## config.mk

```make
export PLATFORM = sky130hd
export DESIGN_NAME = crs_col_gen
export DESIGN_NICKNAME = d
export VERILOG_FILES = /design/src/rtl/cscol_pkg.sv /design/src/rtl/cscol_ctrl.sv /design/src/rtl/cscol_datapath.sv /design/src/rtl/crs_col_gen.sv
export SDC_FILE = /design/constraint.sdc
export NUM_CORES = 1
export LEC_CHECK = 0
export BUFFER_PORTS_ARGS = -buffer_cell sky130_fd_sc_hd__buf_2
export CAP_MARGIN = 15
export CORE_MARGIN = 10
export CORE_UTILIZATION = 40
export DETAILED_ROUTE_END_ITERATION = 10
export PLACE_DENSITY = 0.63
export SYNTH_ARGS = -nofsm -noshare
export SYNTH_HDL_FRONTEND = slang
export SYNTH_HIERARCHICAL = 1
export SYNTH_SLANG_ARGS = --single-unit
```

## constraint.sdc

```tcl
create_clock -name clk -period 2.82 [get_ports clk]
set_input_delay 0 -clock clk [delete_from_list [all_inputs] [get_ports clk]]
set_output_delay 0 -clock clk [all_outputs]
set_load 0.02 [all_outputs]
```

## src/rtl/cscol_pkg.sv

```systemverilog
package cscol_pkg;
  typedef struct packed {
    logic crsUsesTx;  // transmit activity counts toward carrier
    logic colEnable;  // collision pass-through allowed
    logic hbLoad;     // start a heartbeat pulse this edge
    logic hbKill;     // clear any running heartbeat this edge
  } ctlStrobes_t;
endpackage

```

## src/rtl/cscol_ctrl.sv

```systemverilog
module cscol_ctrl
  import cscol_pkg::*;
(
  input  logic        clk,
  input  logic        rst,
  input  logic        txActive,
  input  logic        fullDuplex,
  input  logic        loopback,
  input  logic        repeater,
  input  logic        speed100,
  input  logic        hbEnable,
  output ctlStrobes_t strb
);
  logic txPrev;
  logic hbAllowed;

  always_ff @(posedge clk) begin
    if (rst) txPrev <= 1'b0;
    else     txPrev <= txActive;
  end

  assign hbAllowed = !fullDuplex && !speed100 && hbEnable;

  always_comb begin
    strb.crsUsesTx = !fullDuplex && !loopback && !repeater;
    strb.colEnable = !fullDuplex;
    strb.hbKill    = txActive || !hbAllowed;
    strb.hbLoad    = txPrev && !txActive && hbAllowed;
  end

  // a load strobe only follows a cycle with transmit active
  assert_load_after_tx_R5: assert property (@(posedge clk) disable iff (rst)
    !txActive |=> (!strb.hbLoad || $past(txActive)) || rst);
endmodule

```

## src/rtl/cscol_datapath.sv

```systemverilog
module cscol_datapath
  import cscol_pkg::*;
#(
  parameter int HB_CYCLES = 25000
) (
  input  logic        clk,
  input  logic        rst,
  input  logic        txActive,
  input  logic        rxActive,
  input  logic        colDetect,
  input  ctlStrobes_t strb,
  output logic        crs,
  output logic        col
);
  localparam int CW = $clog2(HB_CYCLES + 1);

  logic [CW-1:0] hbCount;
  logic          colDetQ;
  logic          crsQ;

  always_ff @(posedge clk) begin
    if (rst) begin
      hbCount <= '0;
      colDetQ <= 1'b0;
      crsQ    <= 1'b0;
    end else begin
      crsQ    <= rxActive || (txActive && strb.crsUsesTx);
      colDetQ <= colDetect && strb.colEnable;
      if (strb.hbKill)           hbCount <= '0;
      else if (strb.hbLoad)      hbCount <= CW'(HB_CYCLES);
      else if (hbCount != '0)    hbCount <= hbCount - 1'b1;
    end
  end

  assign crs = crsQ;
  assign col = colDetQ || (hbCount != '0);

  assert_crs_rx_R2: assert property (@(posedge clk) disable iff (rst)
    rxActive |=> crs || rst);
  assert_crs_no_tx_R2: assert property (@(posedge clk) disable iff (rst)
    (!strb.crsUsesTx && !rxActive) |=> !crs);
  assert_crs_tx_R1: assert property (@(posedge clk) disable iff (rst)
    (strb.crsUsesTx && txActive) |=> crs || rst);
  assert_col_follow_R3: assert property (@(posedge clk) disable iff (rst)
    (strb.colEnable && colDetect) |=> col || rst);
  assert_hb_start_R5: assert property (@(posedge clk) disable iff (rst)
    (strb.hbLoad && !strb.hbKill) |=> col || rst);
  assert_hb_cut_R7: assert property (@(posedge clk) disable iff (rst)
    (strb.hbKill && !(strb.colEnable && colDetect)) |=> !col);
endmodule

```

## src/rtl/crs_col_gen.sv

```systemverilog
module crs_col_gen
  import cscol_pkg::*;
#(
  parameter int HB_CYCLES = 25000
) (
  input  logic clk,
  input  logic rst,
  input  logic txActive,
  input  logic rxActive,
  input  logic colDetect,
  input  logic fullDuplex,
  input  logic loopback,
  input  logic repeater,
  input  logic speed100,
  input  logic hbEnable,
  output logic crs,
  output logic col
);
  ctlStrobes_t strb;

  cscol_ctrl u_ctrl (
    .clk(clk), .rst(rst), .txActive(txActive), .fullDuplex(fullDuplex),
    .loopback(loopback), .repeater(repeater), .speed100(speed100),
    .hbEnable(hbEnable), .strb(strb)
  );

  cscol_datapath #(.HB_CYCLES(HB_CYCLES)) u_dp (
    .clk(clk), .rst(rst), .txActive(txActive), .rxActive(rxActive),
    .colDetect(colDetect), .strb(strb), .crs(crs), .col(col)
  );

  assert_fd_col_low_R4: assert property (@(posedge clk) disable iff (rst)
    fullDuplex |=> !col);
  assert_fast_no_hb_R6: assert property (@(posedge clk) disable iff (rst)
    (speed100 && !colDetect) |=> !col);
  assert_reset_clear_R8: assert property (@(posedge clk)
    rst |=> (!crs && !col));
endmodule

```

==> results of run 1 <==
## kinds of logic (layout without fill, tap and decap cells)
kind of cell	count (synthesis)	count (layout)	synth area share
AO/OA/AOI/OAI	23	23	0.167
buffers and inverters	8	27	0.0326
flip-flops	18	18	0.391
XOR/XNOR	1	1	0.00951
AND/OR/NAND/NOR	51	51	0.375
adder cells (fa/ha/maj)	1	1	0.0136
multiplexers	1	1	0.0109
## through the flow
stage	instances	area (um^2)	worst slack (ns)	total power [W]	util
global route	150	1100	0.454	0.000464	0.497
floorplan	103	921	0.971	0.000273	-
detailed placement	140	1000	0.922	0.000283	0.454
finish	150	1100	0.621	0.000446	0.497
CTS	150	1100	0.620	0.000448	0.497
global placement	140	1000	0.953	0.000283	0.454
## synthesized netlist by cell type, drive strengths merged (2+ instances only)
cell type and n:
a311oi 2, clkbuf 2, nor4b 2, nand2 8
nand4 5, nor3 9, or4b 2, inv 6
o31ai 4, a21oi 9, dfxtp 18, nor2 11
o21ai 2, or3b 2, nor4 3, nand3b 2
## state kept, by name (all words and copies together), names as in the netlist
name,flops
u_dp/hbCount,15
u_ctrl/txPrev,1
u_dp/crs,1
u_dp/colDetQ,1
## where the power goes
group	leakage [nW]	total, W	switching [W]	internal (W)
registers	0.146	0.000257	0.000000516	0.000256
logic	0.254	0.0000266	0.0000117	0.0000149
clock network	0.0210	0.000162	0.0000833	0.0000788
total	0.421	0.000446	0.0000956	0.000350
## layout make-up
cell class                      count  area (um^2)  share of cell area
Timing Repair Buffer               17          115               0.105
Sequential cell                    18          360               0.328
Multi-Input combinational cell     77          531               0.482
Clock buffer                        4         36.3              0.0330
Tap cell                           28         35.0              0.0319
Inverter                            6         22.5              0.0205
## repair_timing
action,in CTS,in global routing
endpoints found under the hold margin,4,0
hold buffers,6,0
buffers inserted,0,0
## per-layer routing
metal,vias to the layer above,GRT usage,part of all wire
met4,0,0.0678,0.024
met2,19,0.148,0.45
li1,425,-,-
met3,4,0.0277,0.056
met1,394,0.111,0.47
met5,-,0,0
## critical path, stage by stage (launching register included)
cell and delay (ns):
dfxtp_1 0.41, inv_1 0.09, ha_1 0.27, nor4b_4 0.33, nand4_2 0.29, or2_2 0.36, buf_2 0.16
## final timing paths
| kind | cells after the start | slack [ns] | to | from |
|---|---|---|---|---|
| max reg2reg | 6 | 0.91 | u_dp/hbCount[5] | u_dp/hbCount[0] |
| max | 6 | 0.62 | col | u_dp/hbCount[0] |
| min reg2reg | 2 | 0.52 | u_dp/hbCount[10] | u_dp/hbCount[10] |
| min | 3 | 0.02 | u_dp/hbCount[5] | fullDuplex |
==> flow_metrics.tcl, run 1 <==
set metrics [dict create \
    status "completed" \
    clock.fmax_mhz 455 \
    clk_pin_slew_ns 0.10 \
    die_h_um 68.0 \
    rsz0062_at_grt "no" \
    worst_pin_slew_ns 0.540 \
    place.gp.congestion 0.816 \
    synth.top_cell.area_share 0.391 \
    pin_count 12 \
    synth_nets 114 \
    dieArea_mm2 0.00462 \
    port_buffers 11 \
    grt_use_total 0.0957 \
    synthTopCellsByArea "dfxtp_1, a21oi_1, nor3_1, nor2_1, o31ai_1" \
    antenna_found_initial 0 \
    async_flop_share 0 \
    finalCriticalPeriod_ns 2.20 \
    timing.final.hold_violations 0 \
    required_ns 2.82 \
    final.setup.tns_ns 0 \
    clock_latency_ns 0.30 \
    area_growth_pct 19.4 \
    fillers 225 \
    start_kind "register" \
    cts_resized 0 \
    slew_headroom 0.637 \
    antennaDiodeCount 0 \
    ir_drop_mv 0.262 \
    die_x_um 68.0 \
    hold_class "input pin to register" \
    fin_nets 134 \
    vias 842 \
    drtAntennaViolNets 0 \
    total_leakage_power_nw 0.421 \
    cts-root-buf "clkbuf_4" \
    grt_max_degree 11 \
    detail_route.first_pass.iterations 4 \
    htreeDepth 1 \
    synth_ff_type "dfxtp_1" \
    ys_seq_area_frac 0.391 \
    drv_cap 0 \
    placementRows 17 \
    start_util 0.416 \
    syn_inst 103 \
    synth_edf_count 0 \
    synth_top_area_cell "dfxtp_1" \
    synth_seq_cells 18 \
    cp_max_fo 9 \
    vias_per_cell 5.61 \
    cp.arrival_ns 2.20 \
    setup_viol 0 \
    critPathCaptureType "output pin" \
    grt_pass1_vias 763 \
    cts_made_buffers 3 \
    fin_worst_hold_slack_ns 0.0246 \
    syn_area_um2 921 \
    ys_warn_count 6 \
    final_common_cell "dfxtp_1" \
    drt-total-wl_um 1980 \
    cts_tree "built" \
    grt_first_pass_wirelength_um 3390 \
    mostFrequentLayoutCells "dfxtp_1, buf_2, nor2_1, nor3_1, a21oi_1" \
    period_share 0.780 \
    yosysUniqueCellTypes 39 \
    wl_per_cell_um 13.2 \
    drv_slew 0 \
    grt_overflow 0 \
    cts.sinks 18 \
    p_per_area_mw_per_mm2 405 \
    skew_ns 0.00712 \
    post_route_cells_drive_above_1_share 0.246 \
    initialDrtViolationCount 31 \
    crit_type "register to output pin" \
    place_hpwl_um 1470 \
    drc_errors 0 \
    post_synth.cell_area_avg_um2 8.94 \
    clock_path_buffers 2 \
    coreArea_mm2 0.00221 \
]
(Power assumes the default switching activity.)
==> run 2, diff against run 1 <==
==> constraint.sdc (replaced) <==
create_clock -name clk -period 2.3 [get_ports clk]
set_input_delay 0 -clock clk [delete_from_list [all_inputs] [get_ports clk]]
set_output_delay 0 -clock clk [all_outputs]
set_load 0.02 [all_outputs]
==> run 2 against run 1 <==
Count of clock-buffer cells in the layout unchanged. Combinational power increased by 23%. Final cell count is the same. Die area did not move. Clock skew fell by 0.0012 ns. Sequential power is 23% higher. Global-route usage shrank 0.066 points.
==> flow_metrics.tcl, run 2 (synthesis results as in run 1) <==
set metrics [dict create \
    top_layer_used "met4" \
    cts-root-buf "clkbuf_4" \
    whs_path_depth 3 \
    period_share 0.907 \
    placed_area_mm2 0.00100 \
    p_per_area_mw_per_mm2 487 \
    crit_type "register to output pin" \
    grt_use_total 0.0951 \
    switching_share 0.208 \
    die_x_um 68.0 \
    rr_worst_depth 6 \
    required_ns 2.30 \
    start_kind "register" \
    clock_latency_ns 0.29 \
    fillers 230 \
    antenna_found_initial 0 \
    cts_tree "built" \
    coreArea_mm2 0.00221 \
    place_hpwl_um 1480 \
    wl_per_cell_um 13.7 \
    switching_power_w 0.000113 \
    wl_met1_um 937 \
    largest_register_ffs 15 \
    htreeDepth 1 \
    fin_area_mm2 0.00111 \
    total_leakage_power_nw 0.423 \
    drv_cap 0 \
    drtAntennaViolNets 0 \
    detail_route.first_pass.iterations 4 \
    rsz0062_at_grt "no" \
    dieArea_mm2 0.00462 \
    cts_made_buffers 3 \
    clk_pin_slew_ns 0.10 \
    p_int_w 0.000429 \
    setup_viol 0 \
    final_common_cell "dfxtp_1" \
    cts.sinks 18 \
    status "completed" \
    critPathCaptureType "output pin" \
    post_route_cells_drive_above_1_share 0.254 \
    drt-total-wl_um 2050 \
    mostFrequentLayoutCells "dfxtp_1, buf_2, nor2_1, nor3_1, a21oi_1" \
    clock_path_buffers 2 \
    p_clk_frac 0.358 \
    ir_drop_mv 0.338 \
    worst_pin_slew_ns 0.655 \
    fin_nets 134 \
    grt_first_pass_wirelength_um 3390 \
    seq_power_share 0.581 \
    pin_count 12 \
    wl_met2_um 968 \
    timing.final.hold_violations 0 \
    grt_max_degree 11 \
    place.gp.congestion 0.816 \
    cp.arrival_ns 2.09 \
    vias_per_cell 5.63 \
    cp_max_fo 9 \
    final.setup.tns_ns 0 \
    placementRows 17 \
    pwr-share-comb 0.061 \
    area_growth_pct 20.7 \
    clock.fmax_mhz 479 \
    antennaDiodeCount 0 \
    port_buffers 11 \
    initialDrtViolationCount 49 \
    slew_headroom 0.560 \
    drc_errors 0 \
    start_util 0.416 \
    vias 844 \
    grt_overflow 0 \
    skew_ns 0.00588 \
    hold_class "input pin to register" \
    grt_pass1_vias 750 \
    die_h_um 68.0 \
    finalCriticalPeriod_ns 2.09 \
    route.met3.wl_um 112 \
    top_register "u_dp/hbCount" \
    drv_slew 0 \
]
-- run 2: power groups by stage --
| stage | registers [W] | logic [W] | clock network, W |
|---|---|---|---|
| after global routing | 0.000315 | 0.0000366 | 0.000216 |
| final | 0.000315 | 0.0000328 | 0.000194 |
| after global placement | 0.000322 | 0.0000244 | 0 |
| after floorplan | 0.000323 | 0.0000110 | 0 |
| after CTS | 0.000315 | 0.0000324 | 0.000201 |
| after detailed placement | 0.000322 | 0.0000249 | 0 |
-- run 2: final timing paths --
| path | start | endpoint | slack (ns) |
|---|---|---|---|
| worst max-delay path | u_dp/hbCount[0] | col | 0.21 |
| worst max register to register | u_dp/hbCount[0] | u_dp/hbCount[8] | 0.44 |
| worst min-delay path | fullDuplex | u_dp/hbCount[5] | 0.03 |
| worst min register to register | u_dp/hbCount[4] | u_dp/hbCount[4] | 0.53 |
-- run 2: layout make-up --
cell class                 instances  area (um^2)  area share
multi-input combinational         77          542       0.488
sequential                        18          360       0.324
timing repair buffer              17          115       0.104
clock buffer                       4         36.3      0.0327
tap                               28         35.0      0.0315
inverter                           6         22.5      0.0203
-- run 2: per-stage QoR --
stage / worst slack (ns) / std cells / hold slack (ns) / util / total power, W
4_1_cts: 0.0799 / 150 / 0.0182 / 0.497 / 0.000549
3_5_place_dp: 0.387 / 140 / 0.221 / 0.454 / 0.000347
3_3_place_gp: 0.433 / 140 / 0.218 / 0.454 / 0.000347
6_report: 0.213 / 150 / 0.0281 / 0.502 / 0.000542
5_1_grt: 0.0701 / 150 / 0.0362 / 0.502 / 0.000567
2_1_floorplan: 0.451 / 103 / 0.0715 / - / 0.000334
-- run 2: metal layers --
layer,vias up,GRT usage
met3,2,0.0277
met4,0,0.0678
li1,426,-
met1,399,0.112
met2,17,0.144
met5,-,0
-- run 2: worst max-delay path, cell delays in order (launching register included) --
cell and delay, ns:
dfxtp_1 0.41, inv_1 0.09, ha_2 0.24, nor4b_4 0.35
nand4_4 0.21, or2_2 0.34, buf_2 0.16
-- run 2: repair_timing --
item | in CTS | in global routing
setup endpoints to repair | 0 | 1
endpoints found under the hold margin | 4 | 0
buffers inserted | 0 | 0
hold buffers | 6 | 0
gates resized for setup | 0 | 2
